File: src/rtl/ktacc_pkg.sv
package ktacc_pkg;
  localparam int FP_W  = 32;
  localparam int EXP_W = 8;
  localparam int FRC_W = 23;
  localparam int NT_W  = 5;
  localparam int NT_MAX = FRC_W;

  typedef enum logic [1:0] {
    ST_IDLE  = 2'd0,
    ST_ACCUM = 2'd1,
    ST_DONE  = 2'd2
  } acc_state_e;

  // position of the highest set bit in a 28-bit word
  function automatic logic [4:0] lead_one(input logic [27:0] v);
    lead_one = '0;
    for (int i = 0; i < 28; i++) begin
      if (v[i]) lead_one = 5'(i);
    end
  endfunction
endpackage

File: src/rtl/ktacc_trunc.sv
module ktacc_trunc
  import ktacc_pkg::*;
(
  input  logic [FP_W-1:0] word_i,
  input  logic [NT_W-1:0] nbits_i,
  input  logic            round_en_i,
  output logic [FP_W-1:0] word_o
);
  logic [NT_W-1:0] n_eff;
  logic [FP_W-1:0] keep_mask;
  logic [FP_W-1:0] half_lsb;

  always_comb begin
    n_eff     = (nbits_i > NT_W'(NT_MAX)) ? NT_W'(NT_MAX) : nbits_i;
    keep_mask = ~((FP_W'(1) << n_eff) - FP_W'(1));
    half_lsb  = (round_en_i && (n_eff != '0)) ? (FP_W'(1) << (n_eff - NT_W'(1))) : '0;
    word_o    = (word_i + half_lsb) & keep_mask;
  end
endmodule

File: src/rtl/ktacc_fpadd.sv
module ktacc_fpadd
  import ktacc_pkg::*;
(
  input  logic [FP_W-1:0] a_i,
  input  logic [FP_W-1:0] b_i,
  output logic [FP_W-1:0] sum_o
);
  localparam int MW  = FRC_W + 1;  // significand with hidden bit
  localparam int XW  = MW + 3;     // plus guard, round, sticky
  localparam int SW  = XW + 1;     // plus carry
  localparam int EW2 = EXP_W + 3;  // signed working exponent

  logic             a_zero, b_zero, a_big;
  logic [FP_W-2:0]  mag_a, mag_b;
  logic             big_s, sml_s;
  logic [EXP_W-1:0] big_e, sml_e, e_diff;
  logic [MW-1:0]    big_m, sml_m;
  logic [4:0]       shamt, msb, lz;
  logic [2*XW-1:0]  wide;
  logic [XW-1:0]    big_x, sml_x, norm;
  logic [SW-1:0]    raw;
  logic signed [EW2-1:0] e_w;
  logic             rnd_up;
  logic [MW:0]      mant_r;
  logic [FRC_W-1:0] frac;

  always_comb begin
    a_zero = (a_i[FP_W-2 -: EXP_W] == '0);
    b_zero = (b_i[FP_W-2 -: EXP_W] == '0);
    mag_a  = a_zero ? '0 : a_i[FP_W-2:0];
    mag_b  = b_zero ? '0 : b_i[FP_W-2:0];
    a_big  = (mag_a >= mag_b);

    big_s = a_big ? a_i[FP_W-1] : b_i[FP_W-1];
    sml_s = a_big ? b_i[FP_W-1] : a_i[FP_W-1];
    big_e = a_big ? mag_a[FP_W-2 -: EXP_W] : mag_b[FP_W-2 -: EXP_W];
    sml_e = a_big ? mag_b[FP_W-2 -: EXP_W] : mag_a[FP_W-2 -: EXP_W];
    big_m = (big_e == '0) ? '0 : {1'b1, (a_big ? mag_a[FRC_W-1:0] : mag_b[FRC_W-1:0])};
    sml_m = (sml_e == '0) ? '0 : {1'b1, (a_big ? mag_b[FRC_W-1:0] : mag_a[FRC_W-1:0])};

    // alignment of the smaller operand, lost bits folded into sticky
    e_diff = big_e - sml_e;
    shamt  = (e_diff > EXP_W'(XW)) ? 5'(XW) : e_diff[4:0];
    big_x  = {big_m, 3'b000};
    wide   = {sml_m, 3'b000, {XW{1'b0}}} >> shamt;
    sml_x  = wide[2*XW-1:XW];
    sml_x[0] = sml_x[0] | (|wide[XW-1:0]);

    raw = (big_s == sml_s) ? ({1'b0, big_x} + {1'b0, sml_x})
                           : ({1'b0, big_x} - {1'b0, sml_x});

    msb  = lead_one(raw);
    lz   = '0;
    norm = '0;
    e_w  = $signed({3'b000, big_e});
    if (raw[SW-1]) begin
      norm = {raw[SW-1:2], raw[1] | raw[0]};
      e_w  = e_w + EW2'(1);
    end else begin
      lz   = 5'(XW - 1) - msb;
      norm = raw[XW-1:0] << lz;
      e_w  = e_w - $signed({6'b0, lz});
    end

    // round to nearest, ties to even
    rnd_up = norm[2] & (norm[1] | norm[0] | norm[3]);
    mant_r = {1'b0, norm[XW-1:3]} + (MW+1)'(rnd_up);
    frac   = mant_r[FRC_W-1:0];
    if (mant_r[MW]) begin
      e_w  = e_w + EW2'(1);
      frac = mant_r[FRC_W:1];
    end

    if (raw == '0)
      sum_o = '0;
    else if (e_w <= EW2'(0))
      sum_o = {big_s, {(FP_W-1){1'b0}}};
    else if (e_w >= EW2'(255))
      sum_o = {big_s, {EXP_W{1'b1}}, {FRC_W{1'b0}}};
    else
      sum_o = {big_s, e_w[EXP_W-1:0], frac};
  end
endmodule

File: src/rtl/ktacc_top.sv
module ktacc_top
  import ktacc_pkg::*;
(
  input  logic            clk,
  input  logic            rst_n,
  input  logic            start,
  input  logic            in_valid,
  input  logic            in_last,
  input  logic [31:0]     in_data,
  input  logic [4:0]      trunc_bits,
  input  logic            round_en,
  output logic            out_valid,
  output logic [31:0]     out_data
);
  logic          rst_meta, rst_sync_n;
  acc_state_e    state_q, state_d;
  logic [FP_W-1:0] acc_q, acc_d, tile_word, sum_word;
  logic          acc_en;

  // reset: asserted asynchronously, released on a clock edge
  always_ff @(posedge clk or negedge rst_n) begin
    if (!rst_n) begin
      rst_meta   <= 1'b0;
      rst_sync_n <= 1'b0;
    end else begin
      rst_meta   <= 1'b1;
      rst_sync_n <= rst_meta;
    end
  end

  ktacc_trunc u_trunc (
    .word_i     (in_data),
    .nbits_i    (trunc_bits),
    .round_en_i (round_en),
    .word_o     (tile_word)
  );

  ktacc_fpadd u_add (
    .a_i   (acc_q),
    .b_i   (tile_word),
    .sum_o (sum_word)
  );

  always_comb begin
    state_d = state_q;
    acc_d   = acc_q;
    acc_en  = 1'b0;
    if (start) begin
      state_d = ST_ACCUM;
      acc_d   = '0;
      acc_en  = 1'b1;
    end else begin
      case (state_q)
        ST_ACCUM: begin
          if (in_valid) begin
            acc_d  = sum_word;
            acc_en = 1'b1;
            if (in_last) state_d = ST_DONE;
          end
        end
        ST_DONE: state_d = ST_IDLE;
        default: state_d = ST_IDLE;
      endcase
    end
  end

  always_ff @(posedge clk or negedge rst_sync_n) begin
    if (!rst_sync_n) state_q <= ST_IDLE;
    else             state_q <= state_d;
  end

  always_ff @(posedge clk or negedge rst_sync_n) begin
    if (!rst_sync_n)  acc_q <= '0;
    else if (acc_en)  acc_q <= acc_d;
  end

  assign out_valid = (state_q == ST_DONE);
  assign out_data  = acc_q;


  result_follows_last_chk: assert property (@(posedge clk) disable iff (!rst_sync_n)
    out_valid |-> $past(in_valid && in_last && !start && state_q == ST_ACCUM));

  single_strobe_chk: assert property (@(posedge clk) disable iff (!rst_sync_n)
    out_valid |=> !out_valid);

  start_clears_chk: assert property (@(posedge clk) disable iff (!rst_sync_n)
    start |=> (acc_q == '0));

  idle_holds_sum_chk: assert property (@(posedge clk) disable iff (!rst_sync_n)
    (state_q != ST_ACCUM && !start) |=> $stable(acc_q));

  zero_drop_passthru_chk: assert property (@(posedge clk) disable iff (!rst_sync_n)
    (trunc_bits == 5'd0) |-> (tile_word == in_data));

  drop_saturates_chk: assert property (@(posedge clk) disable iff (!rst_sync_n)
    (trunc_bits > 5'd23) |-> (tile_word[22:0] == 23'd0));

  no_subnormal_sum_chk: assert property (@(posedge clk) disable iff (!rst_sync_n)
    (sum_word[30:23] == 8'd0) |-> (sum_word[22:0] == 23'd0));
endmodule

File: config.mk
export PLATFORM = sky130hd
export DESIGN_NAME = ktacc_top
export DESIGN_NICKNAME = d
export VERILOG_FILES = /design/src/rtl/ktacc_pkg.sv /design/src/rtl/ktacc_trunc.sv /design/src/rtl/ktacc_fpadd.sv /design/src/rtl/ktacc_top.sv
export SDC_FILE = /design/constraint.sdc
export NUM_CORES = 1
export LEC_CHECK = 0
export ABC_AREA = 1
export CORE_ASPECT_RATIO = 0.9
export CORE_MARGIN = 2
export CORE_UTILIZATION = 65
export CTS_CLUSTER_DIAMETER = 40
export DETAILED_ROUTE_END_ITERATION = 12
export PLACE_DENSITY = 0.81
export REMOVE_ABC_BUFFERS = 1
export SYNTH_ARGS = -nofsm -noshare
export SYNTH_HDL_FRONTEND = slang
export SYNTH_SLANG_ARGS = --single-unit
export TNS_END_PERCENT = 100
File: constraint.sdc
create_clock -name clk -period 3.42 [get_ports clk]
set_input_delay 0.342 -clock clk [delete_from_list [all_inputs] [get_ports clk]]
set_output_delay 0.342 -clock clk [all_outputs]
set_load 0.05 [all_outputs]
==> results of run 1 <==
==> metrics by stage <==
| stage | hold slack, ns | TNS [ns] | area, sq um | setup slack [ns] |
|---|---|---|---|---|
| 2_1_floorplan | 0.0464 | -397.30 | 14300 | -12.58 |
| 3_3_place_gp | 0.345 | -333.72 | 21100 | -10.53 |
| 3_5_place_dp | 0.352 | -366.09 | 21100 | -11.53 |
==> cell families after synthesis <==
family,after synthesis,synth area share [%]
AND/OR/NAND/NOR,1832,54.2
XOR/XNOR,58,3.38
flip-flops,36,6.00
AO/OA/AOI/OAI,305,12.0
adder cells (fa/ha/maj),127,10.7
buffers and inverters,468,13.6
other,2,0.0500
==> results.cfg, run 1 <==
[cts]
cts.path.max_buffers = 2
post_cts_buffers = 74
root_buffer = clkbuf_16
cts_made_buffers = 5
cts.sinks = 36
cts_max_level = 2
cts_hold_buf = 0
cts.repair.resized = 319

[floorplanning]
ios = 76
start_util_pct = 66.5
num_rows = 52
dieHeight_um = 148
die_x_um = 164

[synthesis]
synth-edff-count = 0
yosys.area.top_type_share_pct = 21.8
synth_ff_type = dfrtp_1
ys_ff_latch = 36
ys_async_sr_fraction_pct = 100
synth_area_sq_um = 15000
synthTopCellsByArea = nand2_1, nand3_1, ha_1
syn_area_per_cell_sq_um = 5.31
ys_seq_area_share_pct = 6.00
ys_warn_count = 0
yosysMostFrequentCell = nand2_1
synthTopCellsByCount = nand2_1, nand3_1, inv_1
yosys.cell_types.count = 66
syn_inst = 2828
synth_top_area_cell = nand2_1

[outcome]
status = stopped before the end
stop_error = [ERROR DPL-0038] Utilization greater than 100%, impossible to legalize
lastStage = clock tree synthesis (4_1_cts)

[placement]
gp_congestion = 1.19
port_buffers = 75
placed_cells = 3832
dp_hpwl_um = 60400
==> run 2: changes to the inputs <==
--- a/config.mk
+++ b/config.mk
@@ -6,12 +6,10 @@
 export NUM_CORES = 1
 export LEC_CHECK = 0
 export ABC_AREA = 1
-export CORE_ASPECT_RATIO = 0.9
 export CORE_MARGIN = 2
-export CORE_UTILIZATION = 65
-export CTS_CLUSTER_DIAMETER = 40
+export CORE_UTILIZATION = 40
 export DETAILED_ROUTE_END_ITERATION = 12
-export PLACE_DENSITY = 0.81
+export PLACE_DENSITY_LB_ADDON = 0.15
 export REMOVE_ABC_BUFFERS = 1
 export SYNTH_ARGS = -nofsm -noshare
 export SYNTH_HDL_FRONTEND = slang
==> results.cfg, run 2 <==
[cts]
cts_made_buffers = 5
root_buffer = clkbuf_16
cts_max_level = 2
cts_tree = yes
insertion_delay_ns = 0.29
clk_pin_slew_ns = 0.06
cts_hold_buf = 0
cts.sinks = 36
cts.path.max_buffers = 2

[global_route]
overflow = 0
use_met1_pct = 47.4
grt_pass1_vias = 22500
grt_max_degree = 48
use_met2_pct = 63.4
track_usage_pct = 37.1
grt.busiest_layer = met2
antenna_found_initial = 0
use_met3_pct = 3.95
grt_pass1_wl_um = 116000

[floorplanning]
start_util_pct = 40.8
coreArea_sq_um = 36800
num_rows = 70
die_x_um = 198
ios = 76
die_area_sq_um = 39100
dieHeight_um = 198

[outcome]
status = complete, but fails checks
violations = negative setup slack

[synthesis]
synthTopCellsByCount = nand2_1, nand3_1, inv_1
syn_inst = 2828
ys_warn_count = 0
synth_ff_type = dfrtp_1
synth-simple-area-share_pct = 54.2
synth_xor_area_share_pct = 3.38
synth_compound_area_share_pct = 12.0
syn_area_per_cell_sq_um = 5.31
synth-adder-area-share_pct = 10.7
yosysMostFrequentCell = nand2_1
ys_ff_latch = 36
synth_top_area_cell = nand2_1
synthMuxAreaShare_pct = 0
synth_area_sq_um = 15000
ys_seq_area_share_pct = 6.00
synth_top_family_by_area = simple AND/OR/NAND/NOR gates
yosys.area.top_type_share_pct = 21.8
yosys.cell_types.count = 66
ys_async_sr_fraction_pct = 100
synth-edff-count = 0
synthTopCellsByArea = nand2_1, nand3_1, ha_1

[timing]
tightestPinTransition_ns = 1.08
drv_slew = 0
tns_ns = -325.64
rsz0062_at_grt = true
hold_viol = 0
worst_clock_skew_ns = 0.0104
finalSetupViolCount = 32
max_freq_mhz = 72.8
fin_crit_ns = 13.74
finalWorstSetupSlack_ns = -10.32
slew_headroom_pct = 28.1
period_share_pct = 402

[hold_path]
hold_path_class = reg2async

[flow_run]
maxCapViolations = 0

[detailed_routing]
drt_wl_total_um = 80000
ant_nets = 0
vias = 24000
wl_per_cell_um = 18.5
drt_first_pass_iters = 6
drc_errors = 0
vias_per_cell = 5.56
drt_iter0_drc = 2314

[worst_setup_path]
startpoint_type = input port
reg2reg_from = out_data[23]
criticalPathCategory = in2reg
critPathSlowestCell = fa_2
startpoint = trunc_bits[3]
endpoint_kind = register
required_ns = 3.58
cpMostUsedCell = nand2_2
worst-path-max-fanout = 22
critPathMaxStageDelay_ns = 0.41
critPathArrivalTime_ns = 13.91

[cells_and_area]
layout_commonest_cell = buf_4
drive_above_1_share_pct = 44.4
layout.nets = 4017
syn2layout_area_growth_pct = 80.9
diodes = 0
layout_common_cells = buf_4, nand2_1, nand3_1
largest_register_ffs = 32

[placement]
dp_hpwl_um = 56500
port_buffers = 75
gp_congestion = 0.981
-- run 2: cell counts after synthesis --
No cell type changed its count.
-- run 2: metrics by stage --
step | setup slack (ns) | instances | cell area (sq um) | utilization [%] | hold WS (ns)
final | -10.32 | 4316 | 27200 | 73.8 | 0.0354
after global routing | -11.04 | 4316 | 27200 | 73.8 | 0.0423
after CTS | -9.68 | 4251 | 24800 | 67.5 | 0.0403
after detailed placement | -11.25 | 4053 | 21700 | 59.1 | 0.0356
after global placement | -10.90 | 4053 | 21700 | 59.1 | 0.0331
after floorplan | -12.58 | 2727 | 14300 | - | 0.0464
-- run 2: cell type report --
type	count	area, sq um
clock inverter	1	8.76
fill	2954	9620
timing repair buffer	1111	9200
clock buffer	7	133
tap	468	586
multi-input combinational	2333	15000
sequential	36	901
inverter	360	1370
-- run 2: layer usage --
| metal | vias to the layer above | wire length [um] |
|---|---|---|
| met5 | - | 0 |
| met1 | 11200 | 32400 |
| li1 | 11200 | - |
| met2 | 1215 | 36800 |
| met3 | 353 | 5970 |
| met4 | 0 | 4840 |
-- run 2: timing repair --
action,4_1_cts,5_1_grt
endpoints found under the setup margin,32,32
pin swaps,137,244
resized for setup,358,422
buffers inserted,179,71
endpoints found under the hold margin,0,0
gates cloned,12,3
-- run 2: path summary, 6_finish.rpt --
path	to	slack, ns	cells after the start
max	out_data[6]	-10.32	115
min reg2reg	state_q[0]	0.04	0
max in group asynchronous	out_data[16]	2.76	1
min	state_q[0]	0.04	0
min in group clk	rst_sync_n	0.36	0
max reg2reg	out_data[6]	-8.21	90
-- run 2: kinds of logic after synthesis --
group	after synthesis
DFF	36
adders and majority gates	127
other	2
and+or+nand+nor	1832
buffers and inverters	468
AOI/OAI and AO/OA	305
xor gates and xnor gates	58
-- run 2: worst max-delay path: cells and delay by family --
kind	cells	cell delay, ns
AND/OR/NAND/NOR	70	6.91
adder cells (fa/ha/maj)	6	1.67
buffers and inverters	25	2.77
XOR/XNOR	1	0.14
AO/OA/AOI/OAI	13	1.99
Power of run 2 is not shown: default switching activity piles up to over one toggle a cycle in this logic, so the estimate is an artifact.
